--- src/rtl/serial_read_master.sv ---
module serial_read_master #(
  parameter int W   = 16,
  parameter int DIV = 8
) (
  input  logic                          clk,
  input  logic                          rst_n,
  input  logic                          start,
  input  logic [$clog2(W+1)-1:0]        split_k,
  input  logic                          busy,
  input  logic                          sdata,
  output logic                          sclk,
  output logic signed [W-1:0]           result,
  output logic                          done,
  output logic                          overrun
);
  localparam int NW   = $clog2(W + 1);
  localparam int CW   = $clog2(DIV);
  localparam int HALF = DIV / 2;
  localparam logic [CW-1:0] CMAX  = CW'(DIV - 1);
  localparam logic [CW-1:0] CHALF = CW'(HALF);
  localparam logic [NW-1:0] NFULL = NW'(W);

  typedef enum logic [2:0] {S_IDLE, S_WHI, S_RUN1, S_WLO, S_RUN2} st_t;

  st_t           st;
  logic [CW-1:0] cnt;
  logic [NW-1:0] nbits, kreg;
  logic [W-1:0]  shreg;

  wire           running = (st == S_RUN1) || (st == S_RUN2);
  wire           fall    = running && (cnt == CHALF);
  wire [NW-1:0]  nb1     = nbits + NW'(1);
  wire [NW-1:0]  kclamp  = (split_k > NFULL) ? NFULL : split_k;
  wire           win1end = (st == S_RUN1) && fall && (nb1 == kreg);

  always_ff @(posedge clk or negedge rst_n) begin
    if (!rst_n) begin
      st      <= S_IDLE;
      cnt     <= '0;
      nbits   <= '0;
      kreg    <= '0;
      shreg   <= '0;
      sclk    <= 1'b0;
      result  <= '0;
      done    <= 1'b0;
      overrun <= 1'b0;
    end else begin
      done <= 1'b0;
      case (st)
        S_IDLE: if (start) begin
          kreg    <= kclamp;
          nbits   <= '0;
          overrun <= 1'b0;
          st      <= S_WHI;
        end
        S_WHI: if (busy) begin
          cnt <= '0;
          st  <= (kreg == '0) ? S_WLO : S_RUN1;
        end
        S_RUN1, S_RUN2: begin
          cnt <= (cnt == CMAX) ? '0 : cnt + CW'(1);
          if (cnt == '0) sclk <= 1'b1;
          if (fall) begin
            sclk  <= 1'b0;
            shreg <= {shreg[W-2:0], sdata};
            nbits <= nb1;
            if (nb1 == NFULL) begin
              result <= {shreg[W-2:0], sdata};
              done   <= 1'b1;
              st     <= S_IDLE;
            end else if (win1end) begin
              st <= S_WLO;
            end
          end
          if (st == S_RUN1 && !busy && !win1end) begin
            overrun <= 1'b1;
            st      <= S_RUN2;
          end
        end
        S_WLO: if (!busy) begin
          cnt <= '0;
          st  <= S_RUN2;
        end
        default: st <= S_IDLE;
      endcase
    end
  end
endmodule


--- config.mk ---
export PLATFORM = sky130hd
export DESIGN_NAME = serial_read_master
export DESIGN_NICKNAME = d
export VERILOG_FILES = /design/src/rtl/serial_read_master.sv
export SDC_FILE = /design/constraint.sdc
export NUM_CORES = 1
export LEC_CHECK = 0
export ABC_AREA = 1
export BUFFER_PORTS_ARGS = -buffer_cell sky130_fd_sc_hd__buf_4
export CAP_MARGIN = 15
export CORE_ASPECT_RATIO = 2
export CORE_MARGIN = 8
export CORE_UTILIZATION = 40
export DETAILED_ROUTE_END_ITERATION = 7
export PLACE_DENSITY_LB_ADDON = 0.1
export SETUP_SLACK_MARGIN = 0.5
export SYNTH_ARGS = -nofsm -noshare
export SYNTH_HDL_FRONTEND = slang
export SYNTH_SLANG_ARGS = --single-unit
--- constraint.sdc ---
create_clock -name clk -period 2.9 [get_ports clk]
set_input_delay 0.58 -clock clk [delete_from_list [all_inputs] [get_ports clk]]
set_output_delay 0.58 -clock clk [all_outputs]
set_load 0.02 [all_outputs]
; ---- Word level (Yosys, flattened, before mapping)
; Cells that the tools add are included.
[op_classes]
add_sub_neg = 2
n_mul = 0
div_mod_pow = 0
magnitude_cmp = 1
n_eq_ne = 15
n_shift = 0
n_mux = 25
bitwise = 0
reduce_logical = 23
[op_table]
columns = op, n
row1 = 2-to-1 mux 3 bit, 10
row2 = 2-to-1 mux 5 bit, 3
row3 = one-hot mux 3 bit (4 select lines), 1
row4 = AND reduction 3 bit, 4
row5 = inequality test 2 bit (second input constant), 5
row6 = one-hot mux 5 bit (2 select lines), 1
row7 = == test 3 bit (second input constant), 3
row8 = one-hot mux 3 bit (3 select lines), 1
row9 = 2-to-1 mux 1 bit, 8
row10 = == test 3 x 2 -> 1 bit (second input constant), 2
row11 = logical NOT 3 bit, 2
row12 = AND reduction 2 bit, 3
row13 = adder 5 x 1 -> 5 bit (second input constant), 1
row14 = == test 5 bit, 1
row15 = == test 5 bit (second input constant), 1
row16 = > comparator 5 bit (second input constant), 1
row17 = logical AND 1 bit, 5
row18 = logical NOT 5 bit, 1
row19 = AND reduction 5 bit, 1
row20 = inequality test 4 bit (second input constant), 1
row21 = nonzero test 2 bit, 2
row22 = adder 3 x 1 -> 3 bit (second input constant), 1
row23 = == test 3 x 1 -> 1 bit (second input constant), 1
row24 = inequality test 3 bit (second input constant), 1
row25 = 5 further kinds, 6
[word_totals]
reg_bits = 50
latch_bits = 0
ram_bits = 0
romBits = 0
input_bits = 10
out_inout_bits = 19
wordCells = 75
mem_count = 0

; ---- Logic depth before layout (Yosys ltp)
; Gate-level depths: netlist of run 1.
[depth]
word_depth = 10
depth_mapped = 14
depth_no_buf = 14

; ---- Worst setup path before layout of run 1
; No wires, ideal clock.
[synth_path]
path_kind = reg2reg
from = reg nbits[0]
to = reg st[2]
setup_time_ns = 0.121
t_arrival_ns = 1.402
required_time_ns = 2.779
path_slack_ns = 1.377
path_stages_with_launch = 10
path_buffers = 0
period_less_slack_ns = 1.523
path_cell_list = dfrtp_1 ha_1 xnor2_1 nand3b_1 nor2_1 nand2_1 nand4_1 nand2_1 nand2_1 o21ai_1
[synth_via]
elab_chain_cells = 7
word_cells_on_any_way = 13
cone_classes = 1 x add/sub / 4 x eq/ne / 4 x mux / 4 x reduce/logical
[synth_rtl]
columns = element, line_no
row1 = from (decl), 27  ; logic [NW-1:0] nbits, kreg;
row2 = from (signal assigned), 66  ; nbits <= nb1;
row3 = adder 5 x 1 -> 5 bit *, 32  ; wire [NW-1:0] nb1 = nbits + NW'(1);
row4 = == test 5 bit, 34  ; wire win1end = (st == S_RUN1) && fall && (nb1 == kreg);
row5 = logical AND 1 bit, 34
row6 = logical NOT 1 bit, 75  ; if (st == S_RUN1 && !busy && !win1end) begin
row7 = logical AND 1 bit, 75
row8 = "inequality test 4 bit (no line), or another cell as far along", -
row9 = AND reduction 5 bit (no line) / one-hot mux 3 bit (4 select lines) (equally long branches), -
row10 = to (signal assigned), 58  ; st <= (kreg == '0) ? S_WLO : S_RUN1;
row11 = to (decl), 25  ; st_t st;
; Every way passes the cells marked *; elsewhere a longest branch is shown, timed or not. The select of a mux whose other input is x is not followed.
; A chain may end at the register's enable or synchronous reset.

; ---- Final worst setup path of run 1
[layout_path]
from = reg cnt[0]
to = reg st[2]
[layout_via]
elab_chain_cells = 8
word_cells_on_any_way = 11
cone_classes = 3 x eq/ne / 2 x mux / 6 x reduce/logical
[layout_rtl]
columns = element, line_no
row1 = from (decl), 26  ; logic [CW-1:0] cnt;
row2 = from (signal assigned), 61  ; cnt <= (cnt == CMAX) ? '0 : cnt + CW'(1);
row3 = == test 3 bit *, 31  ; wire fall = running && (cnt == CHALF);
row4 = logical AND 1 bit *, 31
row5 = logical AND 1 bit (2 in series), 34
row6 = logical NOT 1 bit, 75
row7 = logical AND 1 bit, 75
row8 = "inequality test 4 bit (no line), or another cell as far along", -
row9 = AND reduction 5 bit (no line) / one-hot mux 3 bit (4 select lines) (equally long branches), -
; Every way passes the cells marked *; elsewhere a longest branch is shown, timed or not.

==> results.sh, run 1 <==
export IMPL_startpoint_type="flop"
export IMPL_rows=38
export IMPL_viasPerCell=5.182
export IMPL_rsz0062_at_grt="false"
export IMPL_coreArea_um2=5420
export IMPL_port_buffers=28
export IMPL_cp_arrival_ns=2.34
export IMPL_syn_num_nets=280
export IMPL_p_total_mw=1.868
export IMPL_dp_cells=349
export IMPL_wire_per_inst_um=13.95
export IMPL_ys_types=28
export IMPL_synthCells=266
export IMPL_die_h_um=121.8
export IMPL_ys_warn_count=0
export IMPL_overflow=0
export IMPL_ys_seq_elements=50
export IMPL_layout_commonest_cell="nand2_1"
export IMPL_numClockSinks=50
export IMPL_mostFrequentLayoutCells="nand2_1, dfrtp_1, buf_4"
export IMPL_timing_setup_tns_ns=0
export IMPL_cts_buffers=5
export IMPL_instances_no_fill=357
export IMPL_antenna_found_initial=0
export IMPL_drv_slew=0
export IMPL_met1_usage_pct=13.50
export IMPL_final_hold_viol_count=0
export IMPL_netlist_area_um2=2240
export IMPL_htree_levels=2
export IMPL_post_route_period_util_pct=73.68
export IMPL_outcome="completed"
export IMPL_drt_pass1_iterations=5
export IMPL_routed_wl_um=4979
export IMPL_grt_met3_usage_pct=2.668
export IMPL_post_route_drc_count=0
export IMPL_tightestPinTransition_ns=0.6321
export IMPL_relSlewSlack_pct=57.86
export IMPL_die_x_um=68.91
export IMPL_fin_crit_ns=2.137
export IMPL_syn_area_per_cell_um2=8.420
export IMPL_grt_max_degree=51
export IMPL_grt_pass1_vias=1913
export IMPL_die_area_um2=8395
export IMPL_initial_utilization_pct=41.32
export IMPL_cts_setup_buffers=0
export IMPL_grt_pass1_wl_um=8369
export IMPL_fillers=565
export IMPL_fmax_mhz=468.0
export IMPL_crit_required_ns=3.11
export IMPL_maxCapViolations=0
export IMPL_area_growth_pct=16.48
export IMPL_worstSkewPairLatency_ns=0.31
export IMPL_boundaryPins=29
export IMPL_cts_tree="built"
export IMPL_leakage_nw=1.365
export IMPL_clock_skew_final_ns=0.008892
export IMPL_cp_end_kind="flop"
export IMPL_ctsHoldBuffers=0
export IMPL_ys_seq_area_share_pct=55.87
export IMPL_critPathMaxFanout=20
export IMPL_clockBufferDepth=2
export IMPL_gp_congestion=0.8221
export IMPL_drt_iter0_markers=103
export IMPL_critPathKind="flop to flop"
export IMPL_grt_util_all_layers_pct=13.07
export IMPL_layout_drive_gt1_share_pct=15.15
export IMPL_cts_root_buffer="clkbuf_8"
export IMPL_hold_path_class="input pin to async pin"
export IMPL_cts_resized=0
export IMPL_layout_nets=310
export IMPL_num_vias=1850
export IMPL_pwr_density_cell_nw_per_um2=716.2
export IMPL_vdd_drop_max_mv=0.4192
export IMPL_setup_viol=0
export IMPL_hpwl_um=3681
export IMPL_antenna_left=0
export IMPL_grt_use_met2_pct=22.78
export IMPL_r2r_cells=9
export IMPL_antennaDiodeCount=0
export IMPL_path_clk_slew_ns=0.10
export IMPL_busiest_layer="met2"
-- cell usage after synthesis (all sizes together) --
library cell	n	area, µm²
a22o	2	17.52
nor2	11	43.80
ha	4	50.05
o21ai	22	110.1
nand3b	2	18.77
nor3	2	10.01
nor4	1	6.260
o21a	1	7.510
nand3	11	60.06
nand2	106	400.4
xor2	1	8.760
nand4	5	31.28
o22ai	2	12.51
xnor2	1	8.760
o41a	1	11.26
inv	30	112.6
dfrtp	50	1251
clkbuf	4	15.01
a31oi	2	12.51
a21oi	5	36.29
buf	3	15.01
-- cell families after synthesis --
| logic type | synth area share [%] |
|---|---|
| AND/OR/NAND/NOR | 25.48 |
| flip-flops | 55.87 |
| buffers and inverters | 6.368 |
| AO/OA/AOI/OAI | 9.274 |
| adder cells (fa/ha/maj) | 2.235 |
| XOR/XNOR | 0.7823 |
-- critical path, stage by stage (launching register included) --
cell	delay [ns]
dfrtp_1	0.40
inv_1	0.09
ha_1	0.17
nand2_1	0.09
a21oi_4	0.40
nand3_2	0.40
nand4_1	0.22
nand2_1	0.12
nand2_1	0.08
o21ai_1	0.06
-- report_power, final --
part	internal (mW)	switching (mW)	total, mW	leakage [nW]
Combinational	0.192	0.331	0.523	0.647
Sequential	0.807	0.0988	0.906	0.669
Clock	0.197	0.243	0.439	0.0478
Total	1.20	0.673	1.87	1.36
-- worst paths after layout --
kind | start | to | slack, ns
hold / removal | rst_n | kreg[1]$_DFFE_PN0P_ | 0.27
hold reg to reg | shreg[7]$_DFFE_PN0P_ | shreg[8]$_DFFE_PN0P_ | 0.48
max in group asynchronous | rst_n | kreg[3]$_DFFE_PN0P_ | 2.18
setup / recovery | cnt[0]$_DFFE_PN0P_ | st[2]$_DFFE_PN0P_ | 0.76
min in group clk | shreg[7]$_DFFE_PN0P_ | shreg[8]$_DFFE_PN0P_ | 0.48
setup reg to reg | cnt[0]$_DFFE_PN0P_ | st[2]$_DFFE_PN0P_ | 0.76
-- state kept, by name (all words and copies together) (netlist names) --
register and cells:
result 16, shreg 15, kreg 5, nbits 5, cnt 3, st 3
done 1, overrun 1, sclk 1
-- through the flow --
step / util (%) / instance area [µm²] / hold slack, ns / worst slack, ns
final: 48.13 / 2609 / 0.2732 / 0.7632
after global routing: 48.13 / 2609 / 0.3429 / 0.5296
after CTS: 48.13 / 2609 / 0.3124 / 0.7313
after detailed placement: 46.31 / 2510 / 0.4671 / 0.7569
after global placement: 46.31 / 2510 / 0.4658 / 0.8244
after floorplan: - / 2240 / 0.2844 / 1.377
-- layer usage --
metal | vias up | wire, µm | part of all wire (%)
li1 | 909 | - | -
met1 | 890 | 1969 | 40
met2 | 39 | 2653 | 53
met3 | 12 | 195 | 3.9
met4 | 0 | 161 | 3.2
met5 | - | 0 | 0
-- cell type report --
class,instances,area (µm²),share of cell area [%]
flip-flops and latches,50,1251,47.96
multi-input cells,179,845.8,32.42
repair buffers,30,225.2,8.633
inverters,30,112.6,4.317
clock buffers,6,82.58,3.165
well taps,60,75.07,2.878
clock inverters,2,16.27,0.6235
Note: power is estimated with default switching activity, not from simulation.
==> run 2: changes to the inputs <==
clock period = 1.95 ns   (was 2.9 ns; I/O delays follow)
==> run 2 against run 1 <==
  * Sequential share of layout area down 7.5 points
  * Sequential power up 50%
  * Highest routed layer unchanged
  * First-iteration DRC count down 23%
  * Critical path type unchanged
  * Worst setup slack worse by 0.45 ns
  * Count of clock-buffer cells in the layout unchanged
  * Register-to-register slack worse by 0.45 ns
  * Clock skew down 0.0053 ns
==> results.sh, run 2 (same netlist as run 1, synthesis figures left out) <==
export IMPL_outcome="completed"
export IMPL_port_buffers=28
export IMPL_grt_util_all_layers_pct=13.55
export IMPL_layout_commonest_cell="nand2_1"
export IMPL_post_route_drc_count=0
export IMPL_fillers=521
export IMPL_fmax_mhz=611.5
export IMPL_cts_buffers=5
export IMPL_vdd_drop_max_mv=0.7499
export IMPL_clock_skew_final_ns=0.003564
export IMPL_pwr_density_cell_nw_per_um2=1073
export IMPL_worstSkewPairLatency_ns=0.29
export IMPL_path_clk_slew_ns=0.09
export IMPL_initial_utilization_pct=41.32
export IMPL_layout_drive_gt1_share_pct=34.85
export IMPL_setup_ws_ns=0.3147
export IMPL_cts_tree="built"
export IMPL_largest_register_ffs=16
export IMPL_boundaryPins=29
export IMPL_drt_pass1_iterations=4
export IMPL_viasPerCell=4.949
export IMPL_design_area_um2=3113
export IMPL_dp_cells=350
export IMPL_cp_arrival_ns=1.82
export IMPL_setup_viol=0
export IMPL_post_route_period_util_pct=83.86
export IMPL_hold_path_class="input pin to async pin"
export IMPL_rows=38
export IMPL_relSlewSlack_pct=58.19
export IMPL_die_area_um2=8395
export IMPL_area_growth_pct=38.99
export IMPL_numClockSinks=50
export IMPL_cp_end_kind="flop"
export IMPL_overflow=0
export IMPL_fin_crit_ns=1.635
export IMPL_gp_congestion=0.8333
export IMPL_num_vias=1930
export IMPL_grt_max_degree=51
export IMPL_crit_required_ns=2.13
export IMPL_startpoint_type="flop"
export IMPL_dpl_worst_slack_ns=0.2583
export IMPL_critPathKind="flop to flop"
export IMPL_timing_setup_tns_ns=0
export IMPL_coreArea_um2=5420
export IMPL_rsz0062_at_grt="true"
export IMPL_routed_wl_um=5494
export IMPL_antenna_found_initial=0
export IMPL_final_hold_viol_count=0
export IMPL_drt_iter0_markers=79
export IMPL_instances_no_fill=390
export IMPL_layout_nets=343
export IMPL_maxCapViolations=0
export IMPL_antennaDiodeCount=0
export IMPL_drv_slew=0
export IMPL_grt_pass1_vias=2014
export IMPL_die_x_um=68.91
export IMPL_die_h_um=121.8
export IMPL_hpwl_um=3729
export IMPL_antenna_left=0
export IMPL_wire_per_inst_um=14.09
export IMPL_clockBufferDepth=2
export IMPL_grt_pass1_wl_um=8873
export IMPL_cts_root_buffer="clkbuf_8"
export IMPL_tightestPinTransition_ns=0.6271
export IMPL_ctsHoldBuffers=0
export IMPL_htree_levels=2
export IMPL_leakage_nw=1.584
export IMPL_placed_cell_area_um2=2557
export IMPL_top_regs="result: 16 flops, shreg: 15 flops"
export IMPL_finish_utilization_pct=57.43
export IMPL_top_register="result"
export IMPL_mostFrequentLayoutCells="nand2_1, buf_4, dfrtp_1"
export IMPL_critPathMaxFanout=8
run 2: cell count changes in the layout (fill, tap and decap cells not counted), sizes merged:
cell / previous run / this run
buf: 30 / 61
clkinvlp: 1 / 3
inv: 31 / 29
bufinv: 0 / 1
clkbuf: 6 / 7
run 2: through the flow:
stage          total power [mW]  hold WS [ns]
4_1_cts                   3.159        0.1233
3_3_place_gp              2.207        0.4545
3_5_place_dp              2.219        0.4531
6_report                  3.339       0.09463
5_1_grt                   3.553        0.1412
2_1_floorplan             1.958       0.09441
run 2: layout make-up:
class,instances,area [µm²],area share [%]
clock buffer,6,72.57,2.331
timing repair inverter,1,7.507,0.2412
tap,60,75.07,2.412
inverter,30,123.9,3.979
timing repair buffer,62,548.0,17.60
clock inverter,2,37.54,1.206
sequential,50,1259,40.43
multi-input combinational,179,989.7,31.79
run 2: per-layer routing:
metal	wire length, µm	vias to the layer above	GRT usage [%]
met5	0	-	0
met4	118	0	6.195
met3	126	9	2.116
met2	3163	23	24.99
met1	2086	930	13.88
li1	-	968	-
run 2: worst max-delay path: stages, from the launching register on:
cell and delay, ns:
dfrtp_2 0.45, nand3b_4 0.20, a21oi_4 0.22, buf_4 0.15, nand3_4 0.08, buf_12 0.15, clkbuf_16 0.15, nand2_1 0.05
o21ai_1 0.06
run 2: final timing paths:
| path | cells past startpoint | from | slack [ns] | endpoint |
|---|---|---|---|---|
| worst min-delay path | 1 | rst_n | 0.09 | cnt[2]$_DFFE_PN0P_ |
| worst max register to register | 8 | st[0]$_DFFE_PN0P_ | 0.31 | result[13]$_DFFE_PN0P_ |
| worst max-delay path | 8 | st[0]$_DFFE_PN0P_ | 0.31 | result[13]$_DFFE_PN0P_ |
| worst min register to register | 2 | result[14]$_DFFE_PN0P_ | 0.49 | result[14]$_DFFE_PN0P_ |
| max in group asynchronous | 1 | rst_n | 1.39 | nbits[0]$_DFFE_PN0P_ |
| min in group clk | 3 | sdata | 0.29 | result[0]$_DFFE_PN0P_ |
run 2: power by group:
group          leakage, nW  switching [mW]  internal [mW]  total [mW]
Clock               0.0514           0.334          0.383       0.717
Sequential           0.660           0.153           1.21        1.36
Combinational        0.872           0.652          0.611        1.26
Total                 1.58            1.14           2.20        3.34
run 2: repair_timing:
| item | CTS | global route |
|---|---|---|
| gates resized for setup | 22 | 34 |
| cloned | 1 | 1 |
| setup endpoints to repair | 42 | 49 |
| setup buffers | 15 | 15 |
| pin swaps | 9 | 8 |
==> run 3: changes to the inputs <==
clock period = 1.6 ns   (was 1.95 ns; I/O delays follow)
==> run 3 against run 2 <==
  * Count of clock-buffer cells in the layout increased by 1
  * Worst setup slack worse by 0.28 ns
  * Final cell count increased by 0.77%
  * Hold slack better by 0.14 ns
  * Power grew 20%
  * Die area unchanged
  * First-iteration DRC count shrank 19%
  * Global-route usage is 0.97 points higher
  * Critical path depth down 2
  * Non-clock buffer count grew 3
  * Fmax increased by 4.8%
  * Combinational power up 16%
  * Critical endpoint is now nbits[2]$_DFFE_PN0P_
==> results.sh, run 3 (same netlist as run 1, synthesis figures left out) <==
export IMPL_final_hold_viol_count=0
export IMPL_path_clk_slew_ns=0.09
export IMPL_top_regs="result: 16 flops, shreg: 15 flops"
export IMPL_rsz0062_at_grt="true"
export IMPL_setup_viol=0
export IMPL_overflow=0
export IMPL_maxCapViolations=0
export IMPL_layout_commonest_cell="nand2_1"
export IMPL_cp_arrival_ns=1.77
export IMPL_p_total_mw=4.006
export IMPL_antenna_left=0
export IMPL_die_area_um2=8395
export IMPL_timing_setup_tns_ns=0
export IMPL_layout_drive_gt1_share_pct=36.34
export IMPL_final_seq_area_um2=1257
export IMPL_largest_register_ffs=16
export IMPL_area_growth_pct=41.45
export IMPL_grt_pass1_wl_um=9501
export IMPL_fin_crit_ns=1.561
export IMPL_cts_buffers=5
export IMPL_layout_nets=346
export IMPL_regToRegStartpoint="st[0]$_DFFE_PN0P_"
export IMPL_cts_tree="built"
export IMPL_startpoint_type="flop"
export IMPL_cts_root_buffer="clkbuf_8"
export IMPL_drt_pass1_iterations=4
export IMPL_grt_pass1_vias=2132
export IMPL_routed_wl_um=5730
export IMPL_min_from="sdata"
export IMPL_drt_iter0_markers=64
export IMPL_critPathLaunch="st[0]$_DFFE_PN0P_"
export IMPL_port_buffers=28
export IMPL_boundaryPins=29
export IMPL_hold_path_class="input pin to flop"
export IMPL_numClockSinks=50
export IMPL_dp_cells=361
export IMPL_multi_input_area_um2=1013
export IMPL_antenna_found_initial=0
export IMPL_finish_utilization_pct=58.45
export IMPL_relSlewSlack_pct=74.54
export IMPL_initial_utilization_pct=41.32
export IMPL_post_route_drc_count=0
export IMPL_tightestPinTransition_ns=0.3819
export IMPL_num_vias=1983
export IMPL_hold_slack_ns=0.2316
export IMPL_instances_no_fill=393
export IMPL_die_x_um=68.91
export IMPL_drv_slew=0
export IMPL_coreArea_um2=5420
export IMPL_mostFrequentLayoutCells="nand2_1, dfrtp_1, buf_4"
export IMPL_pwr_density_cell_nw_per_um2=1265
export IMPL_wire_per_inst_um=14.58
export IMPL_clockBufferDepth=2
export IMPL_worstSkewPairLatency_ns=0.29
export IMPL_post_route_period_util_pct=97.54
export IMPL_grt_util_all_layers_pct=14.52
export IMPL_vdd_drop_max_mv=1.081
export IMPL_clock_skew_final_ns=0.003453
export IMPL_htree_levels=2
export IMPL_gp_congestion=0.9220
export IMPL_antennaDiodeCount=0
export IMPL_critPathKind="flop to flop"
export IMPL_viasPerCell=5.046
export IMPL_rows=38
export IMPL_grt_max_degree=29
export IMPL_cp_end_kind="flop"
export IMPL_fillers=510
export IMPL_critPathMaxFanout=6
export IMPL_die_h_um=121.8
export IMPL_leakage_nw=1.620
export IMPL_hpwl_um=4109
export IMPL_fmax_mhz=640.8
export IMPL_outcome="completed"
export IMPL_crit_required_ns=1.81
export IMPL_top_register="result"
-- run 3: changes by cell type in the layout (fill, tap and decap cells not counted), sizes merged --
cell         before  now
dlygate4sd3       0    1
buf              61   64
clkinvlp          3    2
-- run 3: critical path, stage by stage (launching register included) --
cell,delay [ns]
dfrtp_1,0.44
nor2_4,0.16
nand2_4,0.07
a21oi_4,0.22
buf_6,0.17
clkinvlp_4,0.20
o22ai_1,0.21
-- run 3: layout make-up --
class	instances	share of cell area, %
Clock buffer	7	2.409
Clock inverter	1	0.9479
Inverter	30	3.752
Multi-Input combinational cell	179	31.99
Sequential cell	50	39.69
Tap cell	60	2.370
Timing Repair Buffer	65	18.60
Timing Repair inverter	1	0.2370
-- run 3: through the flow --
stage                     instance area, µm²  worst slack (ns)
after CTS                               2998           0.06146
after detailed placement                2645          -0.02745
after global routing                    3168          -0.09282
after global placement                  2645          -0.04656
after floorplan                         2301            0.1473
final                                   3168           0.03940
-- run 3: where the power goes --
part           leakage [nW]  internal [mW]  switching, mW
Combinational         0.906          0.668          0.788
Clock                0.0524          0.469          0.405
Sequential            0.662           1.47          0.210
Total                  1.62           2.60           1.40
-- run 3: final timing paths --
| kind | end | slack [ns] | depth (start not counted) |
|---|---|---|---|
| min in group asynchronous | sclk$_DFFE_PN0P_ | 0.48 | 2 |
| max in group asynchronous | shreg[8]$_DFFE_PN0P_ | 0.66 | 3 |
| min reg2reg | shreg[14]$_DFFE_PN0P_ | 0.48 | 2 |
| min | shreg[0]$_DFFE_PN0P_ | 0.23 | 3 |
| max reg2reg | nbits[2]$_DFFE_PN0P_ | 0.04 | 6 |
| max | nbits[2]$_DFFE_PN0P_ | 0.04 | 6 |
-- run 3: per-layer routing --
| layer | wire length, µm | GRT usage [%] |
|---|---|---|
| met1 | 2209 | 15.31 |
| met4 | 144 | 8.723 |
| met3 | 114 | 1.932 |
| met2 | 3262 | 25.57 |
| met5 | 0 | 0 |
-- run 3: repair_timing --
item / CTS / global route
hold buffers: 1 / 0
hold endpoints to repair: 25 / 0
endpoints found under the setup margin: 69 / 69
pin swaps: 1 / 9
cloned: 1 / 0
buffers inserted: 13 / 9
gates resized for setup: 44 / 31
